===== src/rtl/npc_pkg.sv =====
package npc_pkg;
  localparam logic [3:0] OPC_BR   = 4'b0000;
  localparam logic [3:0] OPC_JMP  = 4'b1100;
  localparam logic [3:0] OPC_TRAP = 4'b1111;

  typedef enum logic [1:0] {
    ST_IDLE = 2'd0,
    ST_REQ  = 2'd1,
    ST_RSP  = 2'd2,
    ST_OUT  = 2'd3
  } npc_state_e;
endpackage


===== src/rtl/npc_cond_eval.sv =====
module npc_cond_eval #(
  parameter int FLAG_W = 3
) (
  input  logic [FLAG_W-1:0] mask,
  input  logic [FLAG_W-1:0] flags,
  output logic              take
);
  logic [FLAG_W-1:0] hit;

  genvar g;
  generate
    for (g = 0; g < FLAG_W; g++) begin : g_pair
      assign hit[g] = mask[g] & flags[g];
    end
  endgenerate

  assign take = |hit;


  always_comb begin
    empty_mask_chk : assert (!(mask == '0 && take));
  end
endmodule


===== src/rtl/npc_target_calc.sv =====
module npc_target_calc
  import npc_pkg::*;
#(
  parameter int PC_W   = 16,
  parameter int INSN_W = 16,
  parameter int OFF_W  = 9,
  parameter int VEC_W  = 8,
  parameter int FLAG_W = 3
) (
  input  logic [PC_W-1:0]   pc,
  input  logic [INSN_W-1:0] instr,
  input  logic [FLAG_W-1:0] flags,
  input  logic [PC_W-1:0]   base,
  output logic [PC_W-1:0]   nxt_pc,
  output logic              redirect,
  output logic              is_trap,
  output logic [VEC_W-1:0]  vec
);
  localparam int OPC_LSB  = INSN_W - 4;
  localparam int MASK_LSB = OPC_LSB - FLAG_W;

  logic [3:0]        opc;
  logic [PC_W-1:0]   pc_inc;
  logic [PC_W-1:0]   off_ext;
  logic [PC_W-1:0]   br_tgt;
  logic              br_take;

  assign opc     = instr[INSN_W-1:OPC_LSB];
  assign pc_inc  = pc + {{(PC_W-1){1'b0}}, 1'b1};
  assign off_ext = {{(PC_W-OFF_W){instr[OFF_W-1]}}, instr[OFF_W-1:0]};
  assign br_tgt  = pc_inc + off_ext;
  assign vec     = instr[VEC_W-1:0];
  assign is_trap = (opc == OPC_TRAP);

  npc_cond_eval #(.FLAG_W(FLAG_W)) u_cond (
    .mask  (instr[OPC_LSB-1:MASK_LSB]),
    .flags (flags),
    .take  (br_take)
  );

  always_comb begin
    nxt_pc   = pc_inc;
    redirect = 1'b0;
    unique case (opc)
      OPC_BR: begin
        if (br_take) begin
          nxt_pc   = br_tgt;
          redirect = 1'b1;
        end
      end
      OPC_JMP: begin
        nxt_pc   = base;
        redirect = 1'b1;
      end
      default: ;
    endcase
  end
endmodule


===== src/rtl/next_pc_unit.sv =====
module next_pc_unit
  import npc_pkg::*;
#(
  parameter int PC_W   = 16,
  parameter int INSN_W = 16,
  parameter int OFF_W  = 9,
  parameter int VEC_W  = 8,
  parameter int FLAG_W = 3
) (
  input  logic              clk,
  input  logic              rst_n,
  input  logic              in_valid,
  output logic              in_ready,
  input  logic [PC_W-1:0]   in_pc,
  input  logic [INSN_W-1:0] in_instr,
  input  logic [FLAG_W-1:0] in_flags,
  input  logic [PC_W-1:0]   in_base,
  output logic              out_valid,
  input  logic              out_ready,
  output logic [PC_W-1:0]   out_pc,
  output logic              out_taken,
  output logic              vec_req_valid,
  input  logic              vec_req_ready,
  output logic [PC_W-1:0]   vec_req_addr,
  input  logic              vec_rsp_valid,
  output logic              vec_rsp_ready,
  input  logic [PC_W-1:0]   vec_rsp_data
);
  npc_state_e        state_q;
  logic [PC_W-1:0]   pc_q;
  logic [PC_W-1:0]   res_pc_q;
  logic              res_taken_q;
  logic [VEC_W-1:0]  vec_q;

  logic [PC_W-1:0]   calc_pc;
  logic              calc_redirect;
  logic              calc_trap;
  logic [VEC_W-1:0]  calc_vec;

  npc_target_calc #(
    .PC_W(PC_W), .INSN_W(INSN_W), .OFF_W(OFF_W), .VEC_W(VEC_W), .FLAG_W(FLAG_W)
  ) u_calc (
    .pc       (in_pc),
    .instr    (in_instr),
    .flags    (in_flags),
    .base     (in_base),
    .nxt_pc   (calc_pc),
    .redirect (calc_redirect),
    .is_trap  (calc_trap),
    .vec      (calc_vec)
  );

  always_ff @(posedge clk) begin
    if (!rst_n) begin
      state_q     <= ST_IDLE;
      pc_q        <= '0;
      res_pc_q    <= '0;
      res_taken_q <= 1'b0;
      vec_q       <= '0;
    end else begin
      unique case (state_q)
        ST_IDLE: begin
          if (in_valid) begin
            pc_q <= in_pc;
            if (calc_trap) begin
              vec_q   <= calc_vec;
              state_q <= ST_REQ;
            end else begin
              res_pc_q    <= calc_pc;
              res_taken_q <= calc_redirect;
              state_q     <= ST_OUT;
            end
          end
        end
        ST_REQ: if (vec_req_ready) state_q <= ST_RSP;
        ST_RSP: begin
          if (vec_rsp_valid) begin
            res_pc_q    <= vec_rsp_data;
            res_taken_q <= 1'b1;
            state_q     <= ST_OUT;
          end
        end
        ST_OUT: if (out_ready) state_q <= ST_IDLE;
        default: state_q <= ST_IDLE;
      endcase
    end
  end

  assign in_ready      = (state_q == ST_IDLE);
  assign vec_req_valid = (state_q == ST_REQ);
  assign vec_rsp_ready = (state_q == ST_RSP);
  assign out_valid     = (state_q == ST_OUT);
  assign out_pc        = res_pc_q;
  assign out_taken     = res_taken_q;
  assign vec_req_addr  = {{(PC_W-VEC_W){1'b0}}, vec_q};


  out_hold_chk : assert property (@(posedge clk) disable iff (!rst_n)
    out_valid && !out_ready |=> out_valid && $stable(out_pc) && $stable(out_taken));


  req_hold_chk : assert property (@(posedge clk) disable iff (!rst_n)
    vec_req_valid && !vec_req_ready |=> vec_req_valid && $stable(vec_req_addr));


  vec_zext_chk : assert property (@(posedge clk) disable iff (!rst_n)
    vec_req_valid |-> vec_req_addr[PC_W-1:VEC_W] == '0);


  rsp_phase_chk : assert property (@(posedge clk) disable iff (!rst_n)
    $countones({in_ready, vec_req_valid, vec_rsp_ready, out_valid}) == 1);


  seq_pc_chk : assert property (@(posedge clk) disable iff (!rst_n)
    out_valid && !out_taken |-> out_pc == (pc_q + {{(PC_W-1){1'b0}}, 1'b1}));
endmodule


===== config.mk =====
export PLATFORM = sky130hd
export DESIGN_NAME = next_pc_unit
export DESIGN_NICKNAME = d
export VERILOG_FILES = /design/src/rtl/npc_pkg.sv /design/src/rtl/npc_cond_eval.sv /design/src/rtl/npc_target_calc.sv /design/src/rtl/next_pc_unit.sv
export SDC_FILE = /design/constraint.sdc
export NUM_CORES = 1
export LEC_CHECK = 0
export ABC_AREA = 1
export BUFFER_PORTS_ARGS = -buffer_cell sky130_fd_sc_hd__buf_4
export CORE_MARGIN = 2
export CORE_UTILIZATION = 52
export CTS_CLUSTER_SIZE = 20
export DETAILED_ROUTE_END_ITERATION = 12
export GPL_ROUTABILITY_DRIVEN = 0
export PLACE_DENSITY = 0.84
export SLEW_MARGIN = 10
export SYNTH_ARGS = -nofsm -noshare
export SYNTH_HDL_FRONTEND = slang
export SYNTH_SLANG_ARGS = --single-unit

===== constraint.sdc =====
create_clock -name clk -period 6.95 [get_ports clk]
set_input_delay 1.39 -clock clk [delete_from_list [all_inputs] [get_ports clk]]
set_output_delay 1.39 -clock clk [all_outputs]
set_load 0.05 [all_outputs]

Word-level counts from Yosys, hierarchy flattened
Index checks and enable logic that the tools add are counted.
{"block": "word_totals", "register_bits": 27, "wordCells": 44, "inputBits": 73}
{"block": "op_classes", "eq_ne": 10, "bitwise_logic": 3, "muxes": 18, "add_sub_neg": 2, "reduce_logical": 7}
{"op": "$mux W16", "count": 4}
{"op": "$pmux W16 S2", "count": 2}
{"op": "$add A16 B1 Y16 const B", "count": 1}
{"op": "$add A16 B16 Y16", "count": 1}
{"op": "$mux W2", "count": 5}
{"op": "$eq A4 B4 Y1 const B", "count": 2}
{"op": "$pmux W2 S4", "count": 1}
{"op": "$reduce_and A4 Y1", "count": 2}
{"op": "$ne A2 B2 Y1 const B", "count": 3}
{"op": "$eq A2 B2 Y1 const B", "count": 2}
{"op": "$logic_not A4 Y1", "count": 1}
{"op": "$mux W1", "count": 4}
{"op": "$ne A2 B1 Y1 const B", "count": 2}
{"op": "$pmux W1 S2", "count": 2}
{"op": "$and A1 B1 Y1", "count": 3}
{"op": "$reduce_and A3 Y1", "count": 1}
{"op": "$reduce_or A3 Y1", "count": 1}
{"op": "$eq A2 B1 Y1 const B", "count": 1}
{"op": "$logic_not A2 Y1", "count": 1}
{"op": "$reduce_bool A2 Y1", "count": 1}

Logic depth before layout (Yosys ltp)
Gate-level depths: netlist of the first run.
{"block": "depth", "depth_word": 7, "ltp_mapped": 22}

Hierarchy
From an unflattened synthesis of the first run, not the netlist that was laid out.
{"block": "unflattened", "cells_unflattened": 626, "area_unflattened_um2": 3542.1}
{"module": "npc_target_calc", "area_per_inst_um2": 1926.8, "n_inst": 1, "cells_per_inst": 363, "seq_area_each_um2": 0.0}
{"module": "next_pc_unit", "area_per_inst_um2": 1599.0, "n_inst": 1, "cells_per_inst": 259, "seq_area_each_um2": 540.5}
{"module": "npc_cond_eval", "area_per_inst_um2": 16.3, "n_inst": 1, "cells_per_inst": 4, "seq_area_each_um2": 0.0}

Worst setup path after synthesis of the first run
Ideal clock, no wire load.
{"block": "synth_path", "path_kind": "input to register", "startpoint": "input port in_pc[0]", "endpoint": "register res_pc_q[15] (netlist: out_pc[15])", "arrival_ns": 3.422, "t_required_ns": 6.816, "setup_slack_ns": 3.394, "setup_time_ns": 0.134, "cell_stages": 20, "cell_sequence": "ha_1 > nand2_2 > nor2_2 > nor3b_4 > nand3_1 > nand2_2 > inv_1 > ha_1 > nand2_1 > inv_1 > nand2_1 > nand2_1 > a21oi_1 > nand3_1 > nand3_1 > nand2_1 > nand3_1 > nand2_1 > nand2_1 > a21oi_1"}
{"block": "synth_between", "elab_chain_len": 7}
{"item": "start, declared", "line_no": "next_pc_unit.sv:14", "source": "input logic [PC_W-1:0] in_pc,"}
{"item": "$add A16 B1 Y16 (*)", "line_no": "npc_target_calc.sv:29", "source": "assign pc_inc = pc + {{(PC_W-1){1'b0}}, 1'b1};"}
{"item": "$add A16 B16 Y16", "line_no": "npc_target_calc.sv:31", "source": "assign br_tgt = pc_inc + off_ext;"}
{"item": "$mux W16", "line_no": "npc_target_calc.sv:46", "source": "if (br_take) begin"}
{"item": "$pmux W16 S2 (*)", "line_no": "npc_target_calc.sv:44", "source": "unique case (opc)"}
{"item": "$mux W16 (*)", "line_no": "next_pc_unit.sv:65", "source": "if (calc_trap) begin"}
{"item": "$mux W16 (*)", "line_no": "next_pc_unit.sv:63", "source": "if (in_valid) begin"}
{"item": "$pmux W16 S2 (*)", "line_no": "next_pc_unit.sv:61", "source": "unique case (state_q)"}
{"item": "end signal, assigned", "line_no": "next_pc_unit.sv:69", "source": "res_pc_q <= calc_pc;"}
{"item": "end signal, assigned", "line_no": "next_pc_unit.sv:78", "source": "res_pc_q <= vec_rsp_data;"}
{"item": "end, declared", "line_no": "next_pc_unit.sv:31", "source": "logic [PC_W-1:0] res_pc_q;"}
Every way passes the cells marked *; elsewhere a longest branch is shown, timed or not. The select of a mux whose other input is x is not followed.
A chain may end at the register's enable or synchronous reset.

Final worst setup path of the first run
{"block": "layout_path", "startpoint": "input port in_pc[0]", "endpoint": "register res_pc_q[12] (netlist: out_pc[12])"}
Same word-level chain as after synthesis.

==> summary.md, run 1 <==
| Metric | Value |
|---|---|
| DPL Wire Length | 7300 um |
| Relative slew slack | 0.368 |
| Die Height | 79.4 um |
| Final hold vios | 0 |
| Post-Synthesis Cells | 502 |
| Synthesized cell area | 2960 um2 |
| N_diodes | 0 |
| Iter 0 DRT Violations | 289 |
| Fin crit share | 0.544 |
| Vias/cell | 5.44 |
| Max incr delay on CP | 0.34 ns |
| Io pins | 110 |
| DRC violations left | 0 |
| Register clock-pin slew on the reported worst setup and hold paths | 0.11 ns |
| # rows | 27 |
| Final setup TNS | 0 ns |
| DRT antenna net count | 0 |
| CP max FO | 6 |
| Sequential area share after synthesis | 0.183 |
| Initial DRT Pass Iterations | 4 |
| Dpl ws | 2.90 ns |
| Static Leak | 2.05 nW |
| H-tree Lvls | 1 |
| Total number of vias | 3638 |
| Tightest Pin Transition | 0.947 ns |
| Final Setup Violations | 0 |
| Syn avg cell area | 5.89 um2 |
| Cts hold-fix bufs | 0 |
| Hold WC Path Type | reg2reg |
| Routed len/inst | 13.4 um |
| Worst setup margin | 3.17 ns |
| Netlist cell types | 42 |
| Status | completed |
| Slew Viols, Final | 0 |
| Tmin final | 3.78 ns |
| Fillers | 500 |
| Post-synth top area share | 0.183 |
| RSZ-0062 raised after global routing | false |
| GR Util All Layers | 0.281 |
| Clock Power Share | 0.094 |
| Share of power burned in registers | 0.224 |
| Most used cell, CP | nand2_1 |
| Skew-Pair Late Insertion Delay | 0.29 ns |
| WP data arrival | 4.00 ns |
| Combinational power share | 0.682 |
| IO Port Bufs | 101 |
| Chip Width | 79.4 um |
| Largest net degree at the start of global routing | 31 |
| Power Total | 0.00103 W |
| Worst R2R Setup Slack | 4.21 ns |
| Clock skew | 0.0119 ns |
| Fmax | 265 MHz |
| Fin util | 0.686 |
| Starting Density | 0.537 |
| Largest area contributor in the netlist | dfxtp_1 |
| Num CTS Buffers | 3 |
| Crit end category | flip-flop |
| Kind of critical path | in2reg |
| Post-CTS Setup Bufs | 0 |
| VDD IR max | 224 uV |
| Final WL | 8960 um |
| Clock Tree Buf Depth | 2 |
| Reg area | 541 um2 |
| Multi-input gate area | 2090 um2 |
| Power density over cell area | 273 nW/um2 |
| Number of nets in the layout | 695 |
| Grt total ovfl | 0 |
| Synthesis-stage register bit count | 27 |
| CTS Sinks | 27 |
| DIE AREA | 6310 um2 |
| Vias in the first global route | 3184 |
| Cell Int Power | 0.000467 W |
| Layout area overhead | 27.7% |
| TritonCTS clock tree | built |
| Clock root buffer | clkbuf_8 |
| Layout cells sized above 1 | 0.218 |
| Max Cap Viol | 0 |
| Crit path max-delay cell type | ha_1 |
| Critical path cell sequence | buf_4 > ha_1 > nand2_2 > nor2_2 > nor3b_4 > nand3_1 > nand2_2 > inv_1 > ha_1 > nand2_1 > inv_1 > a21oi_1 > nand3_1 > o21ai_0 > nand2_1 > nand2_1 > nand2_1 > a21oi_1 |
| Switching Share | 0.547 |
| First-pass GRT wire length | 14000 um |
| Initial antenna violation count | 0 |
| Crit start category | input pin |
| Core area | 5510 um2 |
| Critical path data required time | 7.17 ns |
| Ys Warns | 0 |
| Sw Pwr | 0.000565 W |
| Post-CTS Resized | 0 |
| Most area-consuming cells after synthesis | dfxtp_1 (18%), nand2_1 (18%), ha_1 (9.7%) |
## path summary, 6_finish.rpt
check | end | cells past startpoint | start
max | out_pc[12]$_SDFFE_PN0P_ | 18 | in_pc[0]
min | out_pc[3]$_SDFFE_PN0P_ | 2 | out_pc[3]$_SDFFE_PN0P_
max reg2reg | out_pc[9]$_SDFFE_PN0P_ | 10 | state_q[0]$_SDFFE_PN0P_
min reg2reg | out_pc[3]$_SDFFE_PN0P_ | 2 | out_pc[3]$_SDFFE_PN0P_
## power by group through the flow
| stage | clock (W) | combinational (W) | sequential [W] |
|---|---|---|---|
| global route | 0.000102 | 0.000768 | 0.000236 |
| floorplan | 0 | 0.000383 | 0.000375 |
| CTS | 0.0000979 | 0.000703 | 0.000232 |
| finish | 0.0000968 | 0.000704 | 0.000232 |
| detailed placement | 0 | 0.000701 | 0.000235 |
| global placement | 0 | 0.000690 | 0.000235 |
## stage by stage
stage / std cells / cell area, um2 / hold WS, ns
3_5_place_dp: 665 / 3730 / 0.457
4_1_cts: 669 / 3780 / 0.473
5_1_grt: 669 / 3780 / 0.499
2_1_floorplan: 509 / 2990 / 0.545
6_report: 669 / 3780 / 0.472
3_3_place_gp: 665 / 3730 / 0.457
## state kept, by name, indices dropped and copies added, names as in the netlist
name       flops
out_pc        16
out_taken      1
state_q        2
vec_q          8
## area by class of cell
class,count,area share
Clock buffer,3,0.0109
Clock inverter,1,0.00199
Inverter,67,0.0665
Timing Repair Buffer,101,0.201
Multi-Input combinational cell,398,0.553
Sequential cell,27,0.143
Tap cell,72,0.0238
## synthesized netlist by cell type, drive strengths merged
cell / number
conb: 1
xor2: 9
o311ai: 1
nor3b: 1
ha: 23
a31oi: 3
nor2: 65
o221ai: 1
and2: 1
a21o: 2
dfxtp: 27
a22oi: 1
nand3: 34
nor3: 9
xnor2: 1
nand4: 10
a21oi: 39
fa: 1
nand2: 146
inv: 66
o21ai: 25
buf: 12
o211ai: 8
o22ai: 1
nand3b: 1
clkbuf: 5
or2: 3
clkinv: 1
o2111ai: 1
o21bai: 4
## logic make-up (layout without fill, tap and decap cells)
group / Yosys count / after routing / share of synthesized area
xor+xnor: 10 / 10 / 0.0296
flops: 27 / 27 / 0.183
simple gates: 270 / 270 / 0.395
buf+inv: 84 / 172 / 0.120
compound gates: 86 / 86 / 0.168
fa+ha+maj: 24 / 24 / 0.104
other cells: 1 / 8 / 0.00127
## placed cells by master (no fill, tap or decap), types with 2 or more instances in the layout
cell      instances
buf_4           101
nor2_1           61
inv_2             6
o21bai_1          4
o21ai_1           4
a31oi_1           3
nand2_2           5
a21o_1            2
inv_1            60
ha_1             23
nor3_1            7
nand2_1         141
o21ai_0          21
o211ai_1          7
nand3_2           2
nand3_1          32
nand4_1          10
clkbuf_8          3
nor3_2            2
dfxtp_1          27
nor2_2            3
a21oi_1          37
or2_2             2
xor2_1            9
a21oi_2           2
conb_1            8
## worst max-delay path, delay by kind of cell
kind | cells | cell delay, ns
adder cells (fa/ha/maj) | 2 | 0.53
buffers and inverters | 3 | 0.21
AO/OA/AOI/OAI | 3 | 0.60
AND/OR/NAND/NOR | 10 | 1.25
## routing by layer
metal  wire length, um  track usage  share of wire
met5                 0            0              0
met3               786       0.0294          0.088
met1              3640        0.359           0.41
met4               348        0.133          0.039
met2              4190        0.473           0.47
Power figures use the tool's default switching activity.
==> inputs of run 2 (changes only) <==
--- a/config.mk
+++ b/config.mk
@@ -5,14 +5,14 @@
 export SDC_FILE = /design/constraint.sdc
 export NUM_CORES = 1
 export LEC_CHECK = 0
-export ABC_AREA = 1
+export ABC_AREA = 0
 export BUFFER_PORTS_ARGS = -buffer_cell sky130_fd_sc_hd__buf_4
 export CORE_MARGIN = 2
-export CORE_UTILIZATION = 52
+export CORE_UTILIZATION = 49
 export CTS_CLUSTER_SIZE = 20
 export DETAILED_ROUTE_END_ITERATION = 12
 export GPL_ROUTABILITY_DRIVEN = 0
-export PLACE_DENSITY = 0.84
+export PLACE_DENSITY = 0.81
 export SLEW_MARGIN = 10
 export SYNTH_ARGS = -nofsm -noshare
 export SYNTH_HDL_FRONTEND = slang
==> constraint.sdc (replaced) <==
create_clock -name clk -period 3.82 [get_ports clk]
set_input_delay 0.764 -clock clk [delete_from_list [all_inputs] [get_ports clk]]
set_output_delay 0.764 -clock clk [all_outputs]
set_load 0.05 [all_outputs]
==> run 2 against run 1 <==
Net effect:
- clock skew shrank 0.0044 ns
- clock power grew 73%
- core utilization shrank 0.91 points
- sequential power grew 85%
- global-route usage shrank 2.0 points
- synthesized cell count shrank 33%
- first-iteration DRC count shrank 54%
- critical path type unchanged
- largest cell class unchanged
==> summary.md, run 2 <==
| Metric | Value |
|---|---|
| Status | completed |
| Fillers | 467 (-6.6%) |
| Clock root buffer | clkbuf_8 |
| Dpl ws | 0.0526 ns (-2.85 ns) |
| Layout area overhead | 31.1% |
| Clock skew | 0.00753 ns (-0.00435 ns) |
| Routed len/inst | 16.0 um (+19%) |
| Relative slew slack | 0.534 (+0.166) |
| Power density over cell area | 545 nW/um2 (+100%) |
| Sequential area share after synthesis | 0.202 (+0.0196) |
| Grt total ovfl | 0 (unchanged) |
| Final Non-Filler Cells | 501 (-25%) |
| # rows | 26 (-3.7%) |
| Register clock-pin slew on the reported worst setup and hold paths | 0.09 ns (-0.02 ns) |
| Ys Warns | 0 (unchanged) |
| Num CTS Buffers | 3 (unchanged) |
| Post-Synthesis Cells | 337 (-33%) |
| Worst setup margin | 0.322 ns (-2.85 ns) |
| Placed cell count | 497 (-25%) |
| Core area | 5170 um2 (-6.1%) |
| Kind of critical path | in2reg |
| Worst R2R Setup Slack | 1.21 ns (-3.00 ns) |
| Netlist cell types | 58 (+38%) |
| Cts hold-fix bufs | 0 (unchanged) |
| Clock Tree Buf Depth | 2 (unchanged) |
| Post-CTS Setup Bufs | 0 (unchanged) |
| Tmin final | 3.50 ns |
| Most common cell after layout, fill and taps aside | buf_4 |
| Critical path data required time | 4.03 ns (-3.14 ns) |
| N_diodes | 0 (unchanged) |
| Crit start category | input pin |
| Post-synth top cells | dfxtp_1 (27), ha_1 (23), nand2_1 (22), nand3_1 (22), a21oi_1 (21) |
| Met1 Wirelength | 3530 um (-3.2%) |
| Largest area contributor in the netlist | dfxtp_1 |
| Tightest Pin Transition | 0.698 ns (-0.249 ns) |
| CP endpoint | out_pc[15]$_SDFFE_PN0P_ |
| Most area-consuming cells after synthesis | dfxtp_1 (20%), ha_1 (11%), xor2_1 (4.3%) |
| Wire length on met2 | 3860 um (-7.7%) |
| GR Util All Layers | 0.261 (-0.0200) |
| WP data arrival | 3.70 ns (-0.30 ns) |
| Die Height | 77.9 um (-2.0%) |
| Skew-Pair Late Insertion Delay | 0.27 ns (-0.02 ns) |
| Final Setup Violations | 0 (unchanged) |
| DPL Wire Length | 6430 um (-12%) |
| Static Leak | 1.57 nW (-23%) |
| IO Port Bufs | 101 (unchanged) |
| DRT antenna net count | 0 (unchanged) |
| Routed wl met3 | 595 um (-24%) |
| Vias/cell | 5.74 (+5.5%) |
| Worst R2R End | out_pc[14]$_SDFFE_PN0P_ |
| Chip Width | 77.9 um (-2.0%) |
| TritonCTS clock tree | built |
| CTS Sinks | 27 (unchanged) |
| Fin crit share | 0.916 |
| Max Cap Viol | 0 (unchanged) |
| Critical R2R Launch | state_q[0]$_SDFFE_PN0P_ |
| Post-synth top flop | dfxtp_1 |
| Number of nets in the layout | 529 (-24%) |
| Io pins | 110 (unchanged) |
| FFs w/ async S/R, synth | 0 (unchanged) |
| RSZ-0062 raised after global routing | false |
| Post-synth top area share | 0.202 (+0.0196) |
| Final setup TNS | 0 ns (unchanged) |
| Layout cells sized above 1 | 0.290 (+0.0723) |
| DIE AREA | 6060 um2 (-4.0%) |
| Post-synth EDFFs | 0 (unchanged) |
| Final WL | 8020 um (-11%) |
| Starting Density | 0.517 (-0.0207) |
| Top sig layer | met4 |
| Initial DRT Pass Iterations | 5 (+1) |
| Slew Viols, Final | 0 (unchanged) |
| Crit end category | flip-flop |
| H-tree Lvls | 1 (unchanged) |
| Initial antenna violation count | 0 (unchanged) |
| Final hold vios | 0 (unchanged) |
| Total number of vias | 2875 (-21%) |
| Source of the critical timing path | in_pc[0] |
| Most frequent cell after synthesis | dfxtp_1 |
| CP max FO | 5 (-1) |
| Fmax | 286 MHz |
| VDD IR max | 351 uV (+57%) |
| Synthesized cell area | 2670 um2 (-9.7%) |
| Syn avg cell area | 7.93 um2 (+35%) |
| Post-CTS Resized | 0 (unchanged) |
| Worst reg-to-reg path cell count | 8 (-2) |
| Vias in the first global route | 2820 (-11%) |
| Most frequent cells in the layout | buf_4 (107), dfxtp_1 (27), ha_1 (23) |
| Hold WC Path Type | reg2reg |
| Largest net degree at the start of global routing | 36 (+16%) |
| First-pass GRT wire length | 13000 um (-7.2%) |
| Synthesis-stage register bit count | 27 (unchanged) |
| DRC violations left | 0 (unchanged) |
| Iter 0 DRT Violations | 133 (-54%) |
| Max FFs per register | 16 (unchanged) |
-- run 2: power by group --
part / switching (W) / internal (W) / leakage, nW
Sequential: 0.0000551 / 0.000374 / 0.221
Clock: 0.0000935 / 0.0000732 / 0.0255
Combinational: 0.000860 / 0.000454 / 1.32
-- run 2: per-stage QoR --
step                hold slack (ns)   util  area (um2)  power, W
floorplan                     0.527      -        2700   0.00136
global placement              0.440  0.668        3460   0.00171
detailed placement            0.452  0.668        3460   0.00173
CTS                           0.466  0.677        3500   0.00190
global route                  0.491  0.677        3500   0.00204
finish                        0.466  0.677        3500   0.00191
-- run 2: logic make-up after synthesis --
family / after synthesis / share of synthesized area
flops: 27 / 0.202
compound gates: 114 / 0.307
simple gates: 106 / 0.219
mux: 2 / 0.00796
other cells: 1 / 0.00140
buf+inv: 40 / 0.0721
xor+xnor: 23 / 0.0754
fa+ha+maj: 24 / 0.115
-- run 2: per-layer routing --
metal  GRT usage  vias to the layer above
li1            -                     1436
met1       0.348                     1316
met2       0.449                      119
met3      0.0395                        4
met4      0.0464                        0
met5           0                        -
-- run 2: how the worst min path moves through the flow --
stage | start | to | cells past startpoint
after floorplan | state_q[0]$_SDFFE_PN0P_ | state_q[0]$_SDFFE_PN0P_ | 1
after global placement | out_pc[4]$_SDFFE_PN0P_ | out_pc[4]$_SDFFE_PN0P_ | 2
after detailed placement | out_pc[7]$_SDFFE_PN0P_ | out_pc[7]$_SDFFE_PN0P_ | 2
after CTS | out_pc[7]$_SDFFE_PN0P_ | out_pc[7]$_SDFFE_PN0P_ | 2
after global routing | out_pc[0]$_SDFFE_PN0P_ | out_pc[0]$_SDFFE_PN0P_ | 2
final | out_pc[4]$_SDFFE_PN0P_ | out_pc[4]$_SDFFE_PN0P_ | 2
-- run 2: worst max-delay path, cell delays in order --
cell      delay (ns)
buf_4           0.11
ha_1            0.20
and4_1          0.23
nand4_1         0.20
nor2b_1         0.20
xor2_1          0.24
ha_1            0.31
a21o_1          0.20
a21oi_2         0.20
nor3_1          0.07
a211o_1         0.27
a311oi_1        0.24
mux2_1          0.37
o211ai_2        0.13
-- run 2: cell type report --
cell class / count / area (um2) / area share
multi-input combinational: 277 / 1970 / 0.561
timing repair buffer: 107 / 803 / 0.229
sequential: 27 / 541 / 0.154
tap: 70 / 87.6 / 0.0250
inverter: 16 / 60.1 / 0.0171
clock buffer: 3 / 41.3 / 0.0118
clock inverter: 1 / 5.00 / 0.00143
==> inputs of run 3 (changes only) <==
--- a/config.mk
+++ b/config.mk
@@ -8,11 +8,11 @@
 export ABC_AREA = 0
 export BUFFER_PORTS_ARGS = -buffer_cell sky130_fd_sc_hd__buf_4
 export CORE_MARGIN = 2
-export CORE_UTILIZATION = 49
+export CORE_UTILIZATION = 44
 export CTS_CLUSTER_SIZE = 20
 export DETAILED_ROUTE_END_ITERATION = 12
 export GPL_ROUTABILITY_DRIVEN = 0
-export PLACE_DENSITY = 0.81
+export PLACE_DENSITY = 0.74
 export SLEW_MARGIN = 10
 export SYNTH_ARGS = -nofsm -noshare
 export SYNTH_HDL_FRONTEND = slang
==> run 3 against run 2 <==
Net effect:
- final area up 0.36%
- sequential power about the same
- first-iteration DRC count is 53% higher
- worst hold slack got worse by 0.0035 ns
- largest cell class unchanged
==> summary.md, run 3 (same netlist as run 2, synthesis figures left out) <==
| Metric | Value |
|---|---|
| Status | completed |
| DIE AREA | 6710 um2 (+11%) |
| Clock Tree Buf Depth | 2 (unchanged) |
| Kind of critical path | in2reg |
| VDD IR max | 427 uV (+22%) |
| Vias in the first global route | 2681 (-4.9%) |
| Final setup TNS | 0 ns (unchanged) |
| Die Height | 81.9 um (+5.2%) |
| Initial antenna violation count | 0 (unchanged) |
| Grt total ovfl | 0 (unchanged) |
| Register clock-pin slew on the reported worst setup and hold paths | 0.09 ns (about the same) |
| Chip Width | 81.9 um (+5.2%) |
| Fin util | 0.597 (-0.0799) |
| Hold Path Depth | 2 (unchanged) |
| DRT antenna net count | 0 (unchanged) |
| Final WL | 7930 um (-1.2%) |
| Fmax | 286 MHz (-0.12%) |
| Post-CTS Setup Bufs | 0 (unchanged) |
| Final Non-Filler Cells | 507 (+1.2%) |
| CTS Sinks | 27 (unchanged) |
| Tightest Pin Transition | 0.731 ns (+0.0326 ns) |
| Crit end category | flip-flop |
| Clock skew | 0.00631 ns (-0.00122 ns) |
| Iter 0 DRT Violations | 203 (+53%) |
| N_diodes | 0 (unchanged) |
| Critical R2R Launch | state_q[0]$_SDFFE_PN0P_ |
| Slew Viols, Final | 0 (unchanged) |
| Post-CTS Resized | 0 (unchanged) |
| # rows | 28 (+7.7%) |
| Crit start category | input pin |
| Most frequent cells in the layout | buf_4 (108), dfxtp_1 (27), ha_1 (23) |
| Worst R2R End | out_pc[14]$_SDFFE_PN0P_ |
| Num CTS Buffers | 3 (unchanged) |
| Relative slew slack | 0.511 (-0.0235) |
| Max FFs per register | 16 (unchanged) |
| DPL Wire Length | 6410 um (-0.34%) |
| Fin crit share | 0.917 (+0.00106) |
| Number of nets in the layout | 530 (+0.19%) |
| Max Cap Viol | 0 (unchanged) |
| Worst reg-to-reg path cell count | 8 (unchanged) |
| Endpoint, Worst Hold | out_pc[9]$_SDFFE_PN0P_ |
| Most Crowded Layer GR | met2 |
| Most common cell after layout, fill and taps aside | buf_4 |
| Placed cell count | 503 (+1.2%) |
| GR Util met3 | 0.0176 (-0.0220) |
| Largest net degree at the start of global routing | 36 (unchanged) |
| GRT met1 Usage | 0.345 (-0.00291) |
| Tmin final | 3.50 ns (+0.00407 ns) |
| Power Total | 0.00191 W (+0.12%) |
| Layout area overhead | 31.6% |
| DRC violations left | 0 (unchanged) |
| Static Leak | 1.57 nW (about the same) |
| Starting Density | 0.454 (-0.0626) |
| CP max FO | 5 (unchanged) |
| Layout cells sized above 1 | 0.289 (-0.000671) |
| Hold WC Path Type | reg2reg |
| TritonCTS clock tree | built |
| GR Util met2 | 0.399 (-0.0500) |
| GR Util All Layers | 0.242 (-0.0198) |
| RSZ-0062 raised after global routing | false |
| Io pins | 110 (unchanged) |
| Routed len/inst | 15.6 um (-2.3%) |
| Worst R2R Setup Slack | 1.14 ns (-0.07 ns) |
| Final hold vios | 0 (unchanged) |
| Total number of vias | 2892 (+0.59%) |
| IO Port Bufs | 101 (unchanged) |
| Hold Crit Start | out_pc[9]$_SDFFE_PN0P_ |
| First-pass GRT wire length | 12800 um (-1.9%) |
| Clock root buffer | clkbuf_8 |
| Power density over cell area | 544 nW/um2 (-0.24%) |
| H-tree Lvls | 1 (unchanged) |
| Initial DRT Pass Iterations | 7 (+2) |
| WP data arrival | 3.71 ns (about the same) |
| Final Setup Violations | 0 (unchanged) |
| Cts hold-fix bufs | 0 (unchanged) |
| Critical path data required time | 4.03 ns (about the same) |
| Skew-Pair Late Insertion Delay | 0.27 ns (about the same) |
| Vias/cell | 5.70 (-0.60%) |
| Core area | 5890 um2 (+14%) |
[run 3: changes by cell type in the layout (fill, tap and decap cells not counted)]
cell and delta:
buf_4 +1, clkbuf_1 +1, clkinv_2 -1
[run 3: worst max-delay path, cell delays in order]
cell      delay (ns)
buf_4           0.11
ha_1            0.20
and4_1          0.22
nand4_1         0.22
nor2b_1         0.19
xor2_1          0.24
ha_1            0.31
a21o_1          0.19
a21oi_2         0.21
nor3_1          0.07
a211o_1         0.27
a311oi_1        0.23
mux2_1          0.36
o211ai_2        0.13
[run 3: where the power goes]
group	internal, W	switching (W)	leakage [nW]	total [W]
registers	0.000374	0.0000560	0.221	0.000430
logic	0.000454	0.000860	1.33	0.00131
clock network	0.0000748	0.0000930	0.0228	0.000168
[run 3: cell type report]
cell class | instances | area [um2]
inverter | 16 | 60.1
multi-input combinational | 277 | 1970
timing repair buffer | 108 | 811
tap | 75 | 93.8
clock buffer | 4 | 45.0
sequential | 27 | 541
fill | 575 | 2370
[run 3: worst max path at each step]
stage | from | endpoint | slack, ns | cells after the start
after floorplan | in_pc[0] | out_pc[15]$_SDFFE_PN0P_ | 0.34 | 14
after global placement | in_pc[0] | out_pc[15]$_SDFFE_PN0P_ | 0.13 | 14
after detailed placement | in_pc[0] | out_pc[15]$_SDFFE_PN0P_ | 0.05 | 14
after CTS | in_pc[0] | out_pc[15]$_SDFFE_PN0P_ | 0.33 | 14
after global routing | in_pc[0] | out_pc[15]$_SDFFE_PN0P_ | 0.03 | 14
final | in_pc[0] | out_pc[15]$_SDFFE_PN0P_ | 0.32 | 14
[run 3: metrics by stage]
stage | cell area [um2] | hold WS [ns] | setup slack (ns)
floorplan | 2700 | 0.527 | 0.338
global placement | 3470 | 0.443 | 0.126
detailed placement | 3470 | 0.456 | 0.0477
CTS | 3520 | 0.469 | 0.329
global route | 3520 | 0.488 | 0.0319
finish | 3520 | 0.463 | 0.318
[run 3: metal layers]
metal | wire [um] | up-vias
met5 | 0 | -
met2 | 3760 | 100
met3 | 507 | 2
li1 | - | 1431
met1 | 3630 | 1359
met4 | 34 | 0
